File: config.mk
export PLATFORM = sky130hd
export DESIGN_NAME = rom_patch_remap
export DESIGN_NICKNAME = d
export VERILOG_FILES = /design/src/rtl/rom_patch_pkg.sv /design/src/rtl/patch_table.sv /design/src/rtl/patch_match.sv /design/src/rtl/patch_route.sv /design/src/rtl/rom_patch_remap.sv
export SDC_FILE = /design/constraint.sdc
export NUM_CORES = 1
export LEC_CHECK = 0
export ABC_AREA = 1
export BUFFER_PORTS_ARGS = -buffer_cell sky130_fd_sc_hd__buf_2
export CAP_MARGIN = 20
export CORE_MARGIN = 2
export CORE_UTILIZATION = 35
export CTS_CLUSTER_SIZE = 10
export DETAILED_ROUTE_END_ITERATION = 10
export PLACE_DENSITY = 0.63
export SYNTH_ARGS = -nofsm -noshare
export SYNTH_HDL_FRONTEND = slang
export SYNTH_SLANG_ARGS = --single-unit
File: constraint.sdc
create_clock -name clk -period 3.9 [get_ports clk]
set_input_delay 0.78 -clock clk [delete_from_list [all_inputs] [get_ports clk]]
set_output_delay 0.78 -clock clk [all_outputs]
set_load 0.02 [all_outputs]
File: src/rtl/rom_patch_pkg.sv
package rom_patch_pkg;
  localparam int ADDR_W    = 16;
  localparam int OFS_W     = 3;
  localparam int MATCH_W   = ADDR_W - OFS_W;
  localparam int SUB_W     = 8;
  localparam int PATCH_AW  = SUB_W + OFS_W;
  localparam int N_ENTRIES = 8;
  localparam int IDX_W     = $clog2(N_ENTRIES);
  localparam logic [ADDR_W-1:0] WIN_BASE = 16'h9800;
endpackage

File: src/rtl/patch_table.sv
module patch_table #(
  parameter int N     = rom_patch_pkg::N_ENTRIES,
  parameter int MW    = rom_patch_pkg::MATCH_W,
  parameter int SW    = rom_patch_pkg::SUB_W,
  localparam int IW   = $clog2(N)
) (
  input  logic               clk,
  input  logic               rst_n,
  input  logic               wr_valid,
  input  logic [IW-1:0]      wr_idx,
  input  logic               wr_en,
  input  logic [MW-1:0]      wr_match,
  input  logic [SW-1:0]      wr_block,
  output logic [N-1:0]       ent_valid,
  output logic [N-1:0][MW-1:0] ent_match,
  output logic [N-1:0][SW-1:0] ent_block
);
  for (genvar g = 0; g < N; g++) begin : g_ent
    logic sel;
    assign sel = wr_valid && (wr_idx == IW'(g));
    always_ff @(posedge clk or negedge rst_n) begin
      if (!rst_n) begin
        ent_valid[g] <= 1'b0;
        ent_match[g] <= '0;
        ent_block[g] <= '0;
      end else if (sel) begin
        ent_valid[g] <= wr_en;
        ent_match[g] <= wr_match;
        ent_block[g] <= wr_block;
      end
    end
  end
endmodule

File: src/rtl/patch_match.sv
module patch_match #(
  parameter int N  = rom_patch_pkg::N_ENTRIES,
  parameter int MW = rom_patch_pkg::MATCH_W,
  parameter int SW = rom_patch_pkg::SUB_W
) (
  input  logic [MW-1:0]        key,
  input  logic                 qual_ok,
  input  logic [N-1:0]         ent_valid,
  input  logic [N-1:0][MW-1:0] ent_match,
  input  logic [N-1:0][SW-1:0] ent_block,
  output logic                 hit,
  output logic [SW-1:0]        block
);
  logic [N-1:0] eq;
  for (genvar g = 0; g < N; g++) begin : g_cmp
    assign eq[g] = ent_valid[g] && (ent_match[g] == key);
  end

  // lowest index wins: scan from the top so lower entries overwrite
  always_comb begin
    block = '0;
    for (int i = N - 1; i >= 0; i--) begin
      if (eq[i]) block = ent_block[i];
    end
    hit = qual_ok && (|eq);
  end
endmodule

File: src/rtl/patch_route.sv
module patch_route #(
  parameter int AW  = rom_patch_pkg::ADDR_W,
  parameter int OW  = rom_patch_pkg::OFS_W,
  parameter int SW  = rom_patch_pkg::SUB_W,
  parameter logic [AW-1:0] WIN = rom_patch_pkg::WIN_BASE,
  localparam int PW = SW + OW
) (
  input  logic [AW-1:0] cpu_addr,
  input  logic          vma,
  input  logic          rd,
  input  logic          forced_instr,
  input  logic          hit,
  input  logic [SW-1:0] block,
  output logic          patch_flag_n,
  output logic          addr_buf_en,
  output logic          rom_dec_en,
  output logic          patch_cs,
  output logic [PW-1:0] patch_addr,
  output logic          data_buf_en
);
  logic in_win;
  logic fi_gate;
  assign in_win  = vma && (cpu_addr[AW-1:PW] == WIN[AW-1:PW]);
  assign fi_gate = ~(forced_instr & cpu_addr[AW-1]);

  always_comb begin
    patch_flag_n = ~hit;
    addr_buf_en  = ~hit;
    rom_dec_en   = ~hit;
    patch_cs     = hit | in_win;
    patch_addr   = hit ? {block, cpu_addr[OW-1:0]} : cpu_addr[PW-1:0];
    data_buf_en  = rd & fi_gate;
  end
endmodule

File: src/rtl/rom_patch_remap.sv
module rom_patch_remap
  import rom_patch_pkg::*;
(
  input  logic                clk,
  input  logic                rst_n,
  input  logic [ADDR_W-1:0]   cpu_addr,
  input  logic                vma,
  input  logic                rom_dis_n,
  input  logic                patch_jmp_norm,
  input  logic                rd,
  input  logic                forced_instr,
  input  logic                tbl_wr_valid,
  output logic                tbl_wr_ready,
  input  logic [IDX_W-1:0]    tbl_wr_idx,
  input  logic                tbl_wr_en,
  input  logic [MATCH_W-1:0]  tbl_wr_match,
  input  logic [SUB_W-1:0]    tbl_wr_block,
  output logic                patch_flag_n,
  output logic                addr_buf_en,
  output logic                rom_dec_en,
  output logic                patch_cs,
  output logic [PATCH_AW-1:0] patch_addr,
  output logic                data_buf_en
);
  logic [N_ENTRIES-1:0]              ent_valid;
  logic [N_ENTRIES-1:0][MATCH_W-1:0] ent_match;
  logic [N_ENTRIES-1:0][SUB_W-1:0]   ent_block;
  logic                              hit;
  logic [SUB_W-1:0]                  block;
  logic                              qual_ok;

  assign tbl_wr_ready = 1'b1;
  assign qual_ok = vma && rom_dis_n && patch_jmp_norm;

  patch_table #(.N(N_ENTRIES), .MW(MATCH_W), .SW(SUB_W)) u_table (
    .clk(clk), .rst_n(rst_n),
    .wr_valid(tbl_wr_valid && tbl_wr_ready), .wr_idx(tbl_wr_idx),
    .wr_en(tbl_wr_en), .wr_match(tbl_wr_match), .wr_block(tbl_wr_block),
    .ent_valid(ent_valid), .ent_match(ent_match), .ent_block(ent_block)
  );

  patch_match #(.N(N_ENTRIES), .MW(MATCH_W), .SW(SUB_W)) u_match (
    .key(cpu_addr[ADDR_W-1:OFS_W]), .qual_ok(qual_ok),
    .ent_valid(ent_valid), .ent_match(ent_match), .ent_block(ent_block),
    .hit(hit), .block(block)
  );

  patch_route #(.AW(ADDR_W), .OW(OFS_W), .SW(SUB_W), .WIN(WIN_BASE)) u_route (
    .cpu_addr(cpu_addr), .vma(vma), .rd(rd), .forced_instr(forced_instr),
    .hit(hit), .block(block),
    .patch_flag_n(patch_flag_n), .addr_buf_en(addr_buf_en),
    .rom_dec_en(rom_dec_en), .patch_cs(patch_cs),
    .patch_addr(patch_addr), .data_buf_en(data_buf_en)
  );
endmodule

==> impl_summary.log <==
INFO  metric clk_sink_count = 176
INFO  metric postSynth.asyncResetShare = between 90% and 100%
INFO  metric post_synth_instance_area = roughly 9100 sq um
INFO  metric drt_iter0_markers = 736
INFO  metric initial_utilization = between 30% and 40%
INFO  metric clock_tree.buffer_depth = 2
INFO  metric clk_pin_slew_worst_paths = 0.07 ns
INFO  metric critical_path.cell_chain = buf_2, inv_2, o21ai_0, nor2_1, nand2_2, nor2_4, nand2_4, nand4_1, o21bai_4, buf_12, nor2_1, nand2_1, nand2_1, buf_2
INFO  metric slew_viol_final = 0
INFO  metric critical-path-slowest-cell = o21ai_0
INFO  metric fp.dieArea = 27300 sq um
INFO  metric synth_most_common_cell = nand2_1
INFO  metric grt_max_degree = 79
INFO  metric die_h = 165 um
INFO  metric ys.flop_type = dfrtp_1
INFO  metric max_slew_margin = 56.9%
INFO  metric dpl_worst_slack = 0.0263 ns
INFO  metric netlist-cell-type-count = 42
INFO  metric finClkSkew = 0 ns
INFO  metric yosys-top-cells-count = nand2_1, o21ai_0, dfrtp_1, inv_1, nor2_1
INFO  metric outcome = finished, final reports clean
INFO  metric minimum_clock_period_after_layout = roughly 3.8 ns
INFO  metric place_congestion = 0.941
INFO  metric synthCells = between 1000 and 1500
INFO  metric report.final.setup_viol = 0
INFO  metric synth.top_cell.area_share = between 40% and 50%
INFO  metric tritoncts_clock_tree = built
INFO  metric post_synth.cell_area_avg = slightly below 8 sq um
INFO  metric register_bit_count_reported_by_yosys = 176
INFO  metric clock_latency_on_the_worst_skew_pair = 0.43 ns
INFO  metric cpPeakStageDelay = roughly 0.37 ns
INFO  metric multi_input_area = 3980 sq um
INFO  metric grt_pass1_wl = about 44000 um
INFO  metric first_global_vias = ~7500
INFO  metric finish.utilization = 40.2%
INFO  metric worstSetupPathType = in2out
INFO  metric final_hold_viol_count = 0
INFO  metric global_route.usage.total = 21.6%
INFO  metric fillCellCount = 2632
INFO  metric worst_hold_slack = 0.316 ns
INFO  metric dp_hpwl = 20200 um
INFO  metric cts.htree.levels = 4
INFO  metric viasPerCell = 5.04
INFO  metric rows = 59
INFO  metric post-route-drc-count = 0
INFO  metric irDropWorstVdd = 234 uV
INFO  metric die_w = roughly 170 um
INFO  metric overflow = 0
INFO  metric min-delay-path-class = in2async
INFO  metric buffer_ports.inserted = between 50 and 60
INFO  metric yosys-top-cells-area = dfrtp_1, nand2_1, o21ai_0, inv_1, nor2_1
INFO  metric grt_antenna_before_repair = 0
INFO  metric cellPowerDensity = 493 nW/um^2
INFO  metric setup-tns-final = 0 ns
INFO  metric synth_top_area_cell = dfrtp_1
INFO  metric worstSetupEndpointType = primary output
INFO  metric fin_crit_sh = 97.4%
INFO  metric cts_root_buffer = clkbuf_16
INFO  metric power_leakage = 5.28 nW
INFO  metric worst_pin_slew = 0.646 ns
INFO  metric fmax = 263 MHz
INFO  metric rrSetupSlack = 3.15 ns
INFO  metric routed_wl = 28400 um
INFO  metric placedInstanceArea = 9690 sq um
INFO  metric crit_fanout = 13
INFO  metric worstPathRequired = 3.12 ns
INFO  metric synth_seq_area_share = 48.4%
INFO  metric seq_cell_area = approximately 4400 sq um
INFO  metric cp-start-kind = input port
INFO  metric postSynthNetCount = 1233
INFO  metric max_cap_violations = 0
INFO  metric synth-edff-count = 0
INFO  metric numCtsBuffers = 17
INFO  metric drive_gt1_share = 14.8%
INFO  metric drt_pre_antenna_iters = 5
INFO  metric synth.yosys.warnings = 0
INFO  metric reg2reg_depth = 2
INFO  metric finalNetCount = 1283
INFO  metric cp.arrival = slightly above 3 ns
INFO  metric placeableCoreArea = 25800 sq um
INFO  metric n_antenna_cell = 0
INFO  metric drt-wirelength-per-cell = 18.0 um
INFO  metric postRouteAntennaNets = 0
INFO  metric synthToLayoutAreaGrowth = 13.7%
INFO  metric dr_total_vias = 7963
INFO  metric final.setup.worst_slack = a little over 0.1 ns
INFO  metric final_design_area_no_fill = 10300 sq um
INFO  metric io-pin-count = 66
[worst max-delay path: cells and delay by family]
kind	cells	cell delay (ns)
AOI/OAI and AO/OA	2	0.69
buffers and inverters	4	0.64
and+or+nand+nor	8	0.89
[logic make-up (layout without fill, tap and decap cells)]
| logic type | after synthesis | in the layout | synth area share [%] |
|---|---|---|---|
| compound gates | 240 | 241 | 14.1 |
| xor+xnor | 17 | 17 | 1.64 |
| buf+inv | 164 | 225 | 8.15 |
| flops | 176 | 176 | 48.4 |
| mux | 1 | 1 | 0.110 |
| other cells | 1 | 1 | 0.0412 |
| simple gates | 585 | 585 | 27.6 |
[cells in the final DEF, fill, tap and decap left out, types with 8 or more instances in the layout]
cell and n:
buf_2 57, nand3_1 40, inv_1 82, nor2_1 66, nand3b_1 8, nand2_1 418, clkbuf_16 17, nand2_2 10
dfrtp_1 176, a21oi_1 14, o21ai_0 179, xnor2_1 10, buf_4 25, inv_2 27, o21ai_1 21, o22ai_1 12
[through the flow]
step	instances	power, mW
detailed placement	1547	3.31
floorplan	1184	2.96
CTS	1578	5.10
finish	1581	5.10
global placement	1547	3.28
global route	1581	5.34
[layer usage]
metal	part of all wire [%]	vias to the layer above	GRT usage (%)
met5	0	-	0
met4	3.1	0	8.70
met3	6.8	49	4.30
met2	44	310	32.4
met1	46	3740	30.5
li1	-	3864	-
[power breakdown]
group / internal (mW) / switching [mW] / total (mW)
logic: 0.315 / 0.534 / 0.849
clock network: 1.02 / 0.783 / 1.80
registers: 2.17 / 0.276 / 2.45
total: 3.51 / 1.59 / 5.10
[final cells by class]
type	instances	share of cell area, %
tap	335	4.05
multi-input combinational	845	38.5
inverter	109	3.95
clock buffer	17	4.11
clock inverter	14	1.74
sequential	176	42.6
timing repair buffer	85	5.07
[final timing paths]
check / start / end
max in group asynchronous: rst_n / u_table.ent_match[21]$_DFFE_PN0P_
min: rst_n / u_table.ent_block[10]$_DFFE_PN0P_
min reg2reg: u_table.ent_block[36]$_DFFE_PN0P_ / u_table.ent_block[36]$_DFFE_PN0P_
max reg2reg: u_table.ent_match[76]$_DFFE_PN0P_ / u_table.ent_match[76]$_DFFE_PN0P_
max: cpu_addr[6] / patch_addr[9]
min in group clk: u_table.ent_block[36]$_DFFE_PN0P_ / u_table.ent_block[36]$_DFFE_PN0P_
[repair_timing]
item / in CTS / in global routing
setup buffers: 0 / 2
gates resized for setup: 0 / 2
hold buffers: 0 / 0
setup endpoints to repair: 0 / 4
[flip-flops by register name, summed over array words and instances (netlist names)]
name / cells
u_table.ent_match: 104
u_table.ent_valid: 8
u_table.ent_block: 64
Power figures use the tool's default switching activity.
